[src/rtl/rxs_pkg.sv]
package rxs_pkg;
  localparam int CHAR_W = 8;
  localparam int LINE_W = 3;
  localparam int WORD_W = 16;

  typedef struct packed {
    logic              ovr;
    logic              ferr;
    logic              perr;
    logic [LINE_W-1:0] line;
    logic [CHAR_W-1:0] ch;
  } silo_entry_t;

  localparam int ENTRY_W = $bits(silo_entry_t);

  function automatic logic [WORD_W-1:0] to_word(silo_entry_t e);
    return {1'b1, e.ovr, e.ferr, e.perr, 1'b0, e.line, e.ch};
  endfunction
endpackage

[src/rtl/rxs_arbiter.sv]
module rxs_arbiter #(
  parameter int NLINES = 8,
  localparam int LW = (NLINES > 1) ? $clog2(NLINES) : 1
) (
  input  logic              clk,
  input  logic              rst_n,
  input  logic [NLINES-1:0] eligible,
  output logic [NLINES-1:0] grant,
  output logic              any,
  output logic [LW-1:0]     idx
);
  for (genvar g = 0; g < NLINES; g++) begin : g_gnt
    if (g == 0) begin : g_first
      assign grant[g] = eligible[0];
    end else begin : g_rest
      assign grant[g] = eligible[g] & ~(|eligible[g-1:0]);
    end
  end

  assign any = |eligible;

  always_comb begin
    idx = '0;
    for (int i = NLINES - 1; i >= 0; i--) begin
      if (eligible[i]) idx = LW'(i);
    end
  end

  AST_SINGLE_GRANT: assert property (@(posedge clk) disable iff (!rst_n)
    $onehot0(grant));
  AST_IDX_MATCHES_GRANT: assert property (@(posedge clk) disable iff (!rst_n)
    any |-> grant[idx]);
endmodule

[src/rtl/rxs_fifo.sv]
module rxs_fifo #(
  parameter int DEPTH = 64,
  parameter int W     = 14,
  localparam int AW = (DEPTH > 1) ? $clog2(DEPTH) : 1,
  localparam int CW = $clog2(DEPTH + 1)
) (
  input  logic          clk,
  input  logic          rst_n,
  input  logic          clr,
  input  logic          push,
  input  logic          pop,
  input  logic [W-1:0]  din,
  output logic [W-1:0]  dout,
  output logic [CW-1:0] count,
  output logic [CW-1:0] count_next,
  output logic          empty,
  output logic          full
);
  logic [W-1:0]  mem [DEPTH];
  logic [AW-1:0] wptr, rptr;
  logic          wr, rd;

  assign empty = (count == '0);
  assign full  = (count == CW'(DEPTH));
  assign rd    = pop && !empty;
  assign wr    = push && (!full || rd);
  assign dout  = mem[rptr];

  function automatic logic [AW-1:0] bump(logic [AW-1:0] p);
    return (p == AW'(DEPTH - 1)) ? '0 : p + AW'(1);
  endfunction

  always_comb begin
    if (clr)            count_next = '0;
    else if (wr && !rd) count_next = count + CW'(1);
    else if (rd && !wr) count_next = count - CW'(1);
    else                count_next = count;
  end

  always_ff @(posedge clk) begin
    if (!rst_n || clr) begin
      wptr  <= '0;
      rptr  <= '0;
      count <= '0;
    end else begin
      if (wr) wptr <= bump(wptr);
      if (rd) rptr <= bump(rptr);
      count <= count_next;
    end
  end

  always_ff @(posedge clk) begin
    if (wr) mem[wptr] <= din;
  end

  AST_PUSH_GROWS: assert property (@(posedge clk) disable iff (!rst_n)
    (push && !full && !pop && !clr) |=> (count == $past(count) + CW'(1)));
  AST_PUSH_POP_STEADY: assert property (@(posedge clk) disable iff (!rst_n)
    (push && pop && !empty && !clr) |=> $stable(count));
  AST_CLEAR_EMPTIES: assert property (@(posedge clk) disable iff (!rst_n)
    clr |=> empty);
endmodule

[src/rtl/rxs_alarm.sv]
module rxs_alarm #(
  parameter int CW    = 7,
  parameter int LEVEL = 16
) (
  input  logic          clk,
  input  logic          rst_n,
  input  logic          clr,
  input  logic          rd_req,
  input  logic          rd_zero,
  input  logic [CW-1:0] count,
  input  logic [CW-1:0] count_next,
  output logic          alarm,
  output logic          armed
);
  logic fire;
  assign fire = armed && !clr && (count_next >= CW'(LEVEL));

  always_ff @(posedge clk) begin
    if (!rst_n || clr) begin
      alarm <= 1'b0;
      armed <= 1'b1;
    end else begin
      if (fire)        alarm <= 1'b1;
      else if (rd_req) alarm <= 1'b0;
      if (rd_req && rd_zero) armed <= 1'b1;
      else if (fire)         armed <= 1'b0;
    end
  end

  AST_ALARM_AT_LEVEL: assert property (@(posedge clk) disable iff (!rst_n)
    $rose(alarm) |-> (count >= CW'(LEVEL)));
  AST_ALARM_ONE_SHOT: assert property (@(posedge clk) disable iff (!rst_n)
    $rose(alarm) |-> !armed);
endmodule

[src/rtl/rx_silo_mux.sv]
module rx_silo_mux
  import rxs_pkg::*;
#(
  parameter int NLINES      = 8,
  parameter int DEPTH       = 64,
  parameter int ALARM_LEVEL = 16,
  localparam int LW = (NLINES > 1) ? $clog2(NLINES) : 1,
  localparam int CW = $clog2(DEPTH + 1)
) (
  input  logic                     clk,
  input  logic                     rst_n,
  input  logic                     scan_en,
  input  logic                     clr,
  input  logic [NLINES-1:0]        rx_enable,
  input  logic [NLINES-1:0]        ln_valid,
  output logic [NLINES-1:0]        ln_ready,
  input  logic [NLINES*CHAR_W-1:0] ln_char,
  input  logic [NLINES-1:0]        ln_break,
  input  logic [NLINES-1:0]        ln_perr,
  input  logic                     rd_req,
  output logic [WORD_W-1:0]        rd_word,
  output logic                     rx_done,
  output logic                     silo_alarm,
  output logic [CW-1:0]            silo_count
);
  logic [NLINES-1:0] eligible, grant;
  logic              any;
  logic [LW-1:0]     idx;
  silo_entry_t       in_e, head_e;
  logic [CW-1:0]     count_next;
  logic              empty, full, pop, stored, ovr_pend, armed;

  assign eligible = ln_valid & rx_enable & {NLINES{scan_en && !clr}};

  rxs_arbiter #(.NLINES(NLINES)) u_arb (
    .clk(clk), .rst_n(rst_n), .eligible(eligible),
    .grant(grant), .any(any), .idx(idx)
  );
  assign ln_ready = grant;

  always_comb begin
    in_e.ferr = ln_break[idx];
    in_e.perr = ln_perr[idx] & ~ln_break[idx];
    in_e.ovr  = ovr_pend;
    in_e.line = LINE_W'(idx);
    in_e.ch   = ln_break[idx] ? '0 : ln_char[idx*CHAR_W +: CHAR_W];
  end

  assign pop    = rd_req && scan_en && !empty;
  assign stored = any && (!full || pop);

  rxs_fifo #(.DEPTH(DEPTH), .W(ENTRY_W)) u_fifo (
    .clk(clk), .rst_n(rst_n), .clr(clr),
    .push(any), .pop(pop), .din(in_e), .dout(head_e),
    .count(silo_count), .count_next(count_next),
    .empty(empty), .full(full)
  );

  always_ff @(posedge clk) begin
    if (!rst_n || clr)   ovr_pend <= 1'b0;
    else if (stored)     ovr_pend <= 1'b0;
    else if (any && full) ovr_pend <= 1'b1;
  end

  assign rx_done = scan_en && !empty;
  assign rd_word = rx_done ? to_word(head_e) : '0;

  rxs_alarm #(.CW(CW), .LEVEL(ALARM_LEVEL)) u_alarm (
    .clk(clk), .rst_n(rst_n), .clr(clr), .rd_req(rd_req),
    .rd_zero(rd_word == '0), .count(silo_count), .count_next(count_next),
    .alarm(silo_alarm), .armed(armed)
  );

  AST_SCAN_OFF_NO_POP: assert property (@(posedge clk) disable iff (!rst_n)
    (rd_req && !scan_en && !clr) |=> $stable(silo_count));
  AST_FULL_DROPS: assert property (@(posedge clk) disable iff (!rst_n)
    (any && full && !rd_req && !clr) |=> (silo_count == CW'(DEPTH)));
  AST_READ_CLEARS_ALARM: assert property (@(posedge clk) disable iff (!rst_n)
    (rd_req && !clr && count_next < CW'(ALARM_LEVEL)) |=> !silo_alarm);
endmodule

[config.mk]
export PLATFORM = sky130hd
export DESIGN_NAME = rx_silo_mux
export DESIGN_NICKNAME = d
export VERILOG_FILES = /design/src/rtl/rxs_pkg.sv /design/src/rtl/rxs_arbiter.sv /design/src/rtl/rxs_fifo.sv /design/src/rtl/rxs_alarm.sv /design/src/rtl/rx_silo_mux.sv
export SDC_FILE = /design/constraint.sdc
export NUM_CORES = 1
export LEC_CHECK = 0
export BUFFER_PORTS_ARGS = -buffer_cell sky130_fd_sc_hd__buf_2
export CAP_MARGIN = 15
export CELL_PAD_IN_SITES_DETAIL_PLACEMENT = 1
export CELL_PAD_IN_SITES_GLOBAL_PLACEMENT = 2
export CORE_ASPECT_RATIO = 1.5
export CORE_MARGIN = 5
export CORE_UTILIZATION = 53
export DETAILED_ROUTE_END_ITERATION = 8
export PLACE_DENSITY_LB_ADDON = 0.1
export SETUP_SLACK_MARGIN = 0.2
export SYNTH_ARGS = -nofsm -noshare
export SYNTH_HDL_FRONTEND = slang
export SYNTH_SLANG_ARGS = --single-unit
export TNS_END_PERCENT = 100
[constraint.sdc]
create_clock -name clk -period 7.4 [get_ports clk]
set_input_delay 0.74 -clock clk [delete_from_list [all_inputs] [get_ports clk]]
set_output_delay 0.74 -clock clk [all_outputs]
set_load 0.1 [all_outputs]
Word-level counts from Yosys, hierarchy flattened
Memory sizes are Yosys's and may differ from the RTL's. A register that Yosys moved wholly into a read port is not among the register bits.
Index checks and enable logic that the tools add are counted.
{"block": "totals", "in_bits": 101, "mem_bits_rw": 896, "output_inout_bits": 33, "word_cells": 94, "ff_bits": 22, "n_memories": 1}
{"name": "u_fifo.mem", "depth": 64, "word_bits": 14, "read_ports": 1, "rd_clocked_by_memory_dff": 1, "wr": 1, "line_no": "rxs_fifo.sv:19", "text": "logic [W-1:0] mem [DEPTH];"}
{"block": "op_classes", "n_addsub": 4, "bitwise": 18, "n_reduce_logical": 34, "n_shift": 1, "order_cmp": 2, "n_mux": 25, "n_eq_ne": 3}
{"op": "$shiftx A64 B7 Y8", "n": 1}
{"op": "$mux W3", "n": 8}
{"op": "$mux W6", "n": 4}
{"op": "$mux W7", "n": 3}
{"op": "$and A8 B8 Y8", "n": 2}
{"op": "$logic_not A16 Y1", "n": 1}
{"op": "$mux W16", "n": 1}
{"op": "$logic_and A1 B1 Y1", "n": 13}
{"op": "$add A6 B1 Y6 const B", "n": 2}
{"op": "$eq A6 B6 Y1 const B", "n": 2}
{"op": "$and A1 B1 Y1", "n": 8}
{"op": "$mux W8", "n": 1}
{"op": "$not A1 Y1", "n": 8}
{"op": "$reduce_or A8 Y1", "n": 1}
{"op": "$add A7 B1 Y7 const B", "n": 1}
{"op": "$eq A7 B7 Y1 const B", "n": 1}
{"op": "$ge A7 B5 Y1 const B", "n": 1}
{"op": "$logic_not A7 Y1", "n": 1}
{"op": "$reduce_or A7 Y1", "n": 1}
{"op": "$sub A7 B1 Y7 const B", "n": 1}
{"op": "$bmux W1 S3", "n": 2}
{"op": "$logic_not A1 Y1", "n": 6}
{"op": "$mux W1", "n": 6}
{"op": "$reduce_or A2 Y1", "n": 3}
{"op": "7 further kinds", "n": 9}

Longest topological paths before layout
Gate-level depths: netlist (run 1).
{"block": "logic_depth", "word_depth": 15, "depth_mapped": 9, "depth_no_buf": 8}

Cells and area by module
Synthesis (run 1) repeated with hierarchy kept, for this count alone.
{"block": "unflattened", "hier_cells": 1756, "area_unflattened_um2": 36905.4}
{"module": "rxs_fifo", "seq_area_each_um2": 27406.3, "cells_each": 1646, "area_each_um2": 35729.3, "n_inst": 1}
{"module": "rx_silo_mux", "seq_area_each_um2": 20.0, "cells_each": 79, "area_each_um2": 949.7, "n_inst": 1}
{"module": "rxs_arbiter", "seq_area_each_um2": 0.0, "cells_each": 23, "area_each_um2": 138.9, "n_inst": 1}
{"module": "rxs_alarm", "seq_area_each_um2": 40.0, "cells_each": 8, "area_each_um2": 87.6, "n_inst": 1}

Worst setup path before layout (run 1)
Ideal clock, no wire load.
{"block": "synth_timing", "kind": "input -> output", "from": "input clr", "to": "output ln_ready[5]", "slack_ns": 2.275, "arrival_ns": 4.385, "n_path_buf": 0, "stages": 4, "path_cell_list": "nand2b_1 -> a21oi_1 -> nand2_1 -> nor4b_1"}
{"block": "synth_between", "elab_chain_cells": 6}
{"element": "from (decl)", "line_no": "rx_silo_mux.sv:13", "text": "input logic clr,"}
{"element": "$logic_not A1 Y1 *", "line_no": "rx_silo_mux.sv:33", "text": "assign eligible = ln_valid & rx_enable & {NLINES{scan_en && !clr}};"}
{"element": "$logic_and A1 B1 Y1 *", "line_no": "rx_silo_mux.sv:33"}
{"element": "$and A8 B8 Y8 *", "line_no": "rx_silo_mux.sv:33"}
{"element": "$reduce_or A5 Y1", "line_no": "rxs_arbiter.sv:16", "text": "assign grant[g] = eligible[g] & ~(|eligible[g-1:0]);"}
{"element": "$not A1 Y1", "line_no": "rxs_arbiter.sv:16"}
{"element": "$and A1 B1 Y1 *", "line_no": "rxs_arbiter.sv:16"}
{"element": "to (decl)", "line_no": "rx_silo_mux.sv:16", "text": "output logic [NLINES-1:0] ln_ready,"}
Mark *: on every way between the ends. The rest lies on a longest branch, timed or not.

==> results of run 1 <==
[stage by stage]
stage,instances,instance area (um^2),util (%)
floorplan,1676,36490,-
global placement,2683,38540,56.62
detailed placement,2688,38590,56.69
CTS,2842,41520,60.99
global route,2848,41640,61.17
finish,2848,41640,61.17
[path summary, 6_finish.rpt]
kind                  endpoint  slack, ps            start
max                rd_word[10]       2350             flop
min reg2reg      u_alarm.armed        490    u_alarm.armed
min              u_alarm.armed        480           rd_req
max reg2reg  u_fifo.mem[54][9]       3950  u_fifo.count[0]
[critical path: cells and delay by family, from the launching register on]
| family | cells | cell delay, ps |
|---|---|---|
| AO/OA/AOI/OAI | 1 | 510 |
| buffers and inverters | 2 | 1010 |
| flip-flops | 1 | 780 |
| multiplexers | 2 | 1210 |
| AND/OR/NAND/NOR | 1 | 120 |
[cells by family after synthesis]
group	after synthesis	synth area share [%]
XOR/XNOR	12	0.2880
flip-flops	924	75.27
other	1	0.01028
AO/OA/AOI/OAI	97	1.906
buffers and inverters	96	1.135
AND/OR/NAND/NOR	234	2.918
multiplexers	307	18.30
adder cells (fa/ha/maj)	5	0.1714
[state kept, by name, summed over array words and instances (netlist names), named ones only]
register	count
u_fifo.mem	896
u_fifo.count	7
u_fifo.rptr	6
u_fifo.wptr	6
ovr_pend	1
u_alarm.alarm	1
u_alarm.armed	1
[metal layers]
metal  share of wire [%]  vias up  GRT usage, %
met2                  55      639         44.37
li1                    -     7497             -
met3                 5.1      116         3.006
met4                 3.4        0         8.905
met1                  37     9656         32.09
met5                   0        -             0
[cell usage after synthesis (all sizes together), types with 11 or more instances]
library cell | number | area [um^2]
edfxtp | 896 | 26910
mux4 | 288 | 6486
nor2 | 110 | 412.9
buf | 55 | 260.2
nand2 | 52 | 195.2
clkbuf | 32 | 120.1
dfxtp | 28 | 560.5
a22oi | 20 | 150.1
mux2i | 18 | 180.2
nand3 | 15 | 80.08
o21ai | 15 | 75.07
a21oi | 14 | 73.82
a22o | 11 | 96.34
[power groups by stage]
stage	Clock, W	Combinational [W]	Sequential, W
floorplan	0	0.000232	0.00597
global placement	0	0.000405	0.00596
detailed placement	0	0.000430	0.00596
CTS	0.00469	0.000429	0.00585
global route	0.00495	0.000460	0.00584
finish	0.00461	0.000430	0.00585
[final cells by class]
cell class / instances / area, um^2 / share of cell area (%)
sequential: 924 / 27480 / 66.00
multi-input combinational: 656 / 8676 / 20.83
clock buffer: 106 / 2300 / 5.523
timing repair buffer: 213 / 1406 / 3.377
tap: 892 / 1116 / 2.680
clock inverter: 48 / 626.9 / 1.505
inverter: 9 / 33.78 / 0.08113
==> impl_metrics.yaml, run 1 <==
synth:
  syn_inst: 1676
  avgSynthCellArea_um2: 21.77
  ys_seq_elements: 924
  yosysSeqAreaShare_pct: 75.27
  synth_flop_cell: "edfxtp_1"
  synth_nets: 1782
  ys_warn_count: 0
  async_flop_share_pct: 0
  synthDistinctLibCells: 60
  synth_edf_count: 896
  synth_area_um2: 36490
floorplanning:
  num_rows: 117
  die_h_um: 331.4
  core-area_um2: 68070
  initial_core_util_pct: 53.61
  ios: 134
  fp.dieArea_um2: 74300
  die_w_um: 224.2
power_and_ir_drop:
  seqPwrFrac_pct: 53.7
  p_switching_w: 0.002202
  leakage_nw: 12.36
  switching_share_pct: 20.23
  p_total_w: 0.01088
  clkPwrFrac_pct: 42.3
  internal_power_w: 0.008682
  powerDensity_nw_per_um2: 261.4
  p_comb_share_pct: 3.9
  ir_worst_vdd_uv: 150.2
clock_tree:
  cts_tree: "built"
  clkTransAtPathRegs_ps: 60
  ctsResizeCount: 0
  clkLatencyLatePin_ps: 640
  cts_buffers: 83
  cts-root-buf: "clkbuf_16"
  cts_sinks: 924
  postCtsSetupBuffers: 0
  max-clock-path-buffers: 3
  htreeDepth: 3
  ctsHoldBuffers: 0
sta:
  post-route-period-util_pct: 68.28
  setup_viol: 0
  layout_min_cycle_time_ps: 5053
  rsz0062_at_grt: "false"
  max_slew_margin_pct: 23.57
  finalHoldViolCount: 0
  tns_ps: 0
  fin_skew_ps: 18.31
  hold_ws_ps: 479.9
  worst_pin_slew_ps: 1145
  drv_slew: 0
  setup_slack_ps: 2347
  fmax_mhz: 197.9
worst_setup_path:
  startpoint_type: "flop"
  critical_path_class: "flop to output pin"
  slowest_delay_ps: 780
  critical_path_arrival_ps: 4310
  crit_slowest_cell: "dfxtp_4"
  required_ps: 6660
  critPathCaptureType: "output pin"
  crit_chain: "buf_4, mux4_2, mux4_2, a22oi_1, nand2_1, buf_2"
  r2r_cells: 6
  cp_max_fo: 35
  cp_common_cell: "mux4_2"
detailed_routing:
  wl_per_cell_um: 32.15
  vias: 17910
  first_iter_violations: 1725
  antenna_left: 0
  vias_per_cell: 6.288
  drc: 0
  totalWireLength_um: 91560
  first_pass_iters: 5
final_layout:
  area_delta_synth_final_pct: 14.12
  diodes: 0
  n_fill_cell: 5650
  final_common_cell: "edfxtp_1"
  drive_above_1_share_pct: 34.41
  nets: 1993
  mostFrequentLayoutCells: "edfxtp_1, mux4_2, buf_2"
hold_path:
  hold_depth: 4
  timing.hold.worst.class: "input port to flop"
placed_design:
  dp_hpwl_um: 57150
  place_congestion: 0.8254
  port_buffers: 132
  place_ws_ps: 2227
grt:
  grtUsageTotal_pct: 25.01
  grt_pass1_wl_um: 134500
  grt_overflow_total: 0
  grt_antenna_before_repair: 0
  first_global_vias: 19350
  grt_max_degree: 89
run_status:
  outcome: "finished, final reports clean"
flow_run:
  drv_cap: 0
Power figures use the tool's default switching activity.
==> run 2: changes to the inputs <==
--- a/config.mk
+++ b/config.mk
@@ -5,13 +5,14 @@
 export SDC_FILE = /design/constraint.sdc
 export NUM_CORES = 1
 export LEC_CHECK = 0
+export ABC_AREA = 1
 export BUFFER_PORTS_ARGS = -buffer_cell sky130_fd_sc_hd__buf_2
 export CAP_MARGIN = 15
 export CELL_PAD_IN_SITES_DETAIL_PLACEMENT = 1
 export CELL_PAD_IN_SITES_GLOBAL_PLACEMENT = 2
 export CORE_ASPECT_RATIO = 1.5
 export CORE_MARGIN = 5
-export CORE_UTILIZATION = 53
+export CORE_UTILIZATION = 39
 export DETAILED_ROUTE_END_ITERATION = 8
 export PLACE_DENSITY_LB_ADDON = 0.1
 export SETUP_SLACK_MARGIN = 0.2
==> constraint.sdc (replaced) <==
create_clock -name clk -period 4.1 [get_ports clk]
set_input_delay 0.41 -clock clk [delete_from_list [all_inputs] [get_ports clk]]
set_output_delay 0.41 -clock clk [all_outputs]
set_load 0.1 [all_outputs]
==> impl_metrics.yaml, run 2 <==
run_status:
  outcome: "finished, final reports clean"
detailed_routing:
  totalWireLength_um: 121400
  wl_per_cell_um: 26.69
  antenna_left: 0
  drc: 0
  vias_per_cell: 5.695
  first_iter_violations: 1594
  first_pass_iters: 5
  vias: 25900
synth:
  syn_inst: 3027
  synth_compound_area_share_pct: 12.11
  synthAdderAreaFrac_pct: 0.1643
  ys_seq_elements: 924
  yosysSeqAreaShare_pct: 72.12
  synth_flop_cell: "edfxtp_1"
  synth_top_area_share_pct: 70.64
  synth_simple_gate_area_share_pct: 12.20
  avgSynthCellArea_um2: 12.58
  synth_xor_area_share_pct: 0.1380
  synthDistinctLibCells: 46
  synthMuxAreaShare_pct: 0
  synth_top_family_by_area: "simple AND/OR/NAND/NOR gates"
  synth_edf_count: 896
  ys_warn_count: 0
  synth_commonest_cells: "edfxtp_1, nor2_1, o21ai_0"
  async_flop_share_pct: 0
  synth_most_common_cell: "edfxtp_1"
  synth_nets: 3133
  synth_area_um2: 38090
  yosys.area.top_type: "edfxtp_1"
  synth_area_leaders: "edfxtp_1, o21ai_0, nor2_1"
placed_design:
  place_area_um2: 41260
  place_congestion: 0.8024
  dp_hpwl_um: 70950
  port_buffers: 132
sta:
  post-route-period-util_pct: 92.17
  finalHoldViolCount: 0
  layout_min_cycle_time_ps: 3779
  tns_ps: 0
  drv_slew: 0
  max_slew_margin_pct: 44.68
  hold_ws_ps: 62.47
  setup_viol: 0
  fin_skew_ps: 25.42
  worst_pin_slew_ps: 829.8
  fmax_mhz: 264.6
  rsz0062_at_grt: "false"
worst_setup_path:
  critical_path_arrival_ps: 3370
  required_ps: 3690
  critical_path_class: "flop to output pin"
  cp_max_fo: 52
  startpoint_type: "flop"
  critPathCaptureType: "output pin"
clock_tree:
  cts_sinks: 924
  cts_buffers: 92
  max-clock-path-buffers: 3
  clkLatencyLatePin_ps: 690
  cts_tree: "built"
  cts-root-buf: "clkbuf_16"
  clkTransAtPathRegs_ps: 60
  htreeDepth: 3
floorplanning:
  num_rows: 140
  die_h_um: 392.7
  fp.dieArea_um2: 104100
  core-area_um2: 97040
  die_w_um: 265.2
  ios: 134
  initial_core_util_pct: 39.25
power_and_ir_drop:
  internal_power_w: 0.01580
  powerDensity_nw_per_um2: 468.1
  seqPwrFrac_pct: 51.6
  p_switching_w: 0.004977
  switching_share_pct: 23.96
  clkPwrFrac_pct: 39.5
  ir_worst_vdd_uv: 273.9
  leakage_nw: 14.94
  p_comb_share_pct: 8.9
final_layout:
  final_util_pct: 45.74
  postLayoutCellArea_um2: 44390
  largest_reg_flops: 896
  drive_above_1_share_pct: 15.58
  final_common_cell: "edfxtp_1"
  mostFrequentLayoutCells: "edfxtp_1, nor2_1, o21ai_0"
  largest_register: "u_fifo.mem"
  top_regs: "u_fifo.mem x896, u_fifo.count x7"
  area_delta_synth_final_pct: 16.54
  nets: 3304
hold_path:
  timing.hold.worst.class: "input port to flop"
grt:
  grt_pass1_wl_um: 178000
  grt_max_degree: 106
  grt_antenna_before_repair: 1
  grtUsageTotal_pct: 22.78
  grt_overflow_total: 0
  first_global_vias: 27770
flow_run:
  drv_cap: 0
## run 2: changes by cell type in the layout (fill, tap and decap cells not counted), sizes merged, moves of 23 or more
cell	before	now
o21ai	15	477
nor2	110	564
mux4	288	0
nand3	15	262
o221ai	3	176
nand2	52	188
buf	213	290
inv	11	71
a21oi	14	67
o22ai	8	31
## run 2: cell families after synthesis
| logic type | after synthesis |
|---|---|
| compound gates | 761 |
| other cells | 1 |
| flops | 924 |
| buf+inv | 285 |
| fa+ha+maj | 5 |
| simple gates | 1045 |
| xor+xnor | 6 |
## run 2: critical path, stage by stage (launching register included)
cell	delay, ps
dfxtp_4	580
buf_12	290
o21ai_0	130
nor2_1	130
a21oi_1	90
a21oi_1	160
o21ai_0	190
nand3_1	320
nand3_1	320
a21oi_4	250
buf_12	190
## run 2: layer usage
| layer | wire length (um) | global-route usage (%) | vias up |
|---|---|---|---|
| met5 | 12 | 0 | - |
| met4 | 5047 | 9.704 | 2 |
| met3 | 4992 | 2.822 | 207 |
| met2 | 62220 | 40.41 | 632 |
| met1 | 49080 | 28.14 | 13410 |
| li1 | - | - | 11650 |
## run 2: path summary, 6_finish.rpt
path | from | to | slack [ps] | cells past startpoint
setup reg to reg | u_fifo.count[0] | u_fifo.mem[34][1] | 1260 | 10
hold / removal | clr | u_alarm.alarm | 60 | 4
hold reg to reg | u_alarm.armed | u_alarm.armed | 460 | 2
setup / recovery | flop | rd_word[14] | 320 | 10
## run 2: power groups by stage
stage	registers, W	clock network (W)	logic, W
2_1_floorplan	0.0110	0	0.00103
6_report	0.0107	0.00821	0.00184
4_1_cts	0.0107	0.00841	0.00187
5_1_grt	0.0107	0.00880	0.00200
3_3_place_gp	0.0109	0	0.00179
3_5_place_dp	0.0109	0	0.00184
## run 2: repair_timing
item / 4_1_cts / 5_1_grt
pin swaps: 1 / 0
setup buffers: 5 / 4
endpoints found under the setup margin: 14 / 7
gates cloned: 1 / 2
hold endpoints to repair: 4 / 0
resized for setup: 5 / 4
hold buffers: 2 / 0
## run 2: final cells by class
type | instances | area [um^2]
repair buffers | 294 | 2547
clock inverters | 43 | 402.9
flip-flops and latches | 924 | 27480
diodes | 1 | 2.502
repair inverters | 1 | 8.758
clock buffers | 121 | 2475
well taps | 1278 | 1599
multi-input cells | 1818 | 9582
inverters | 67 | 285.3
fillers | 9973 | 52660
## run 2: per-stage QoR
stage               setup slack [ps]  cells  power [W]
finish                         321.0   4547    0.02078
global route                   217.0   4546    0.02152
CTS                            162.3   4539    0.02100
detailed placement             445.2   4367    0.01277
global placement               547.4   4367    0.01271
floorplan                      316.5   3027    0.01199
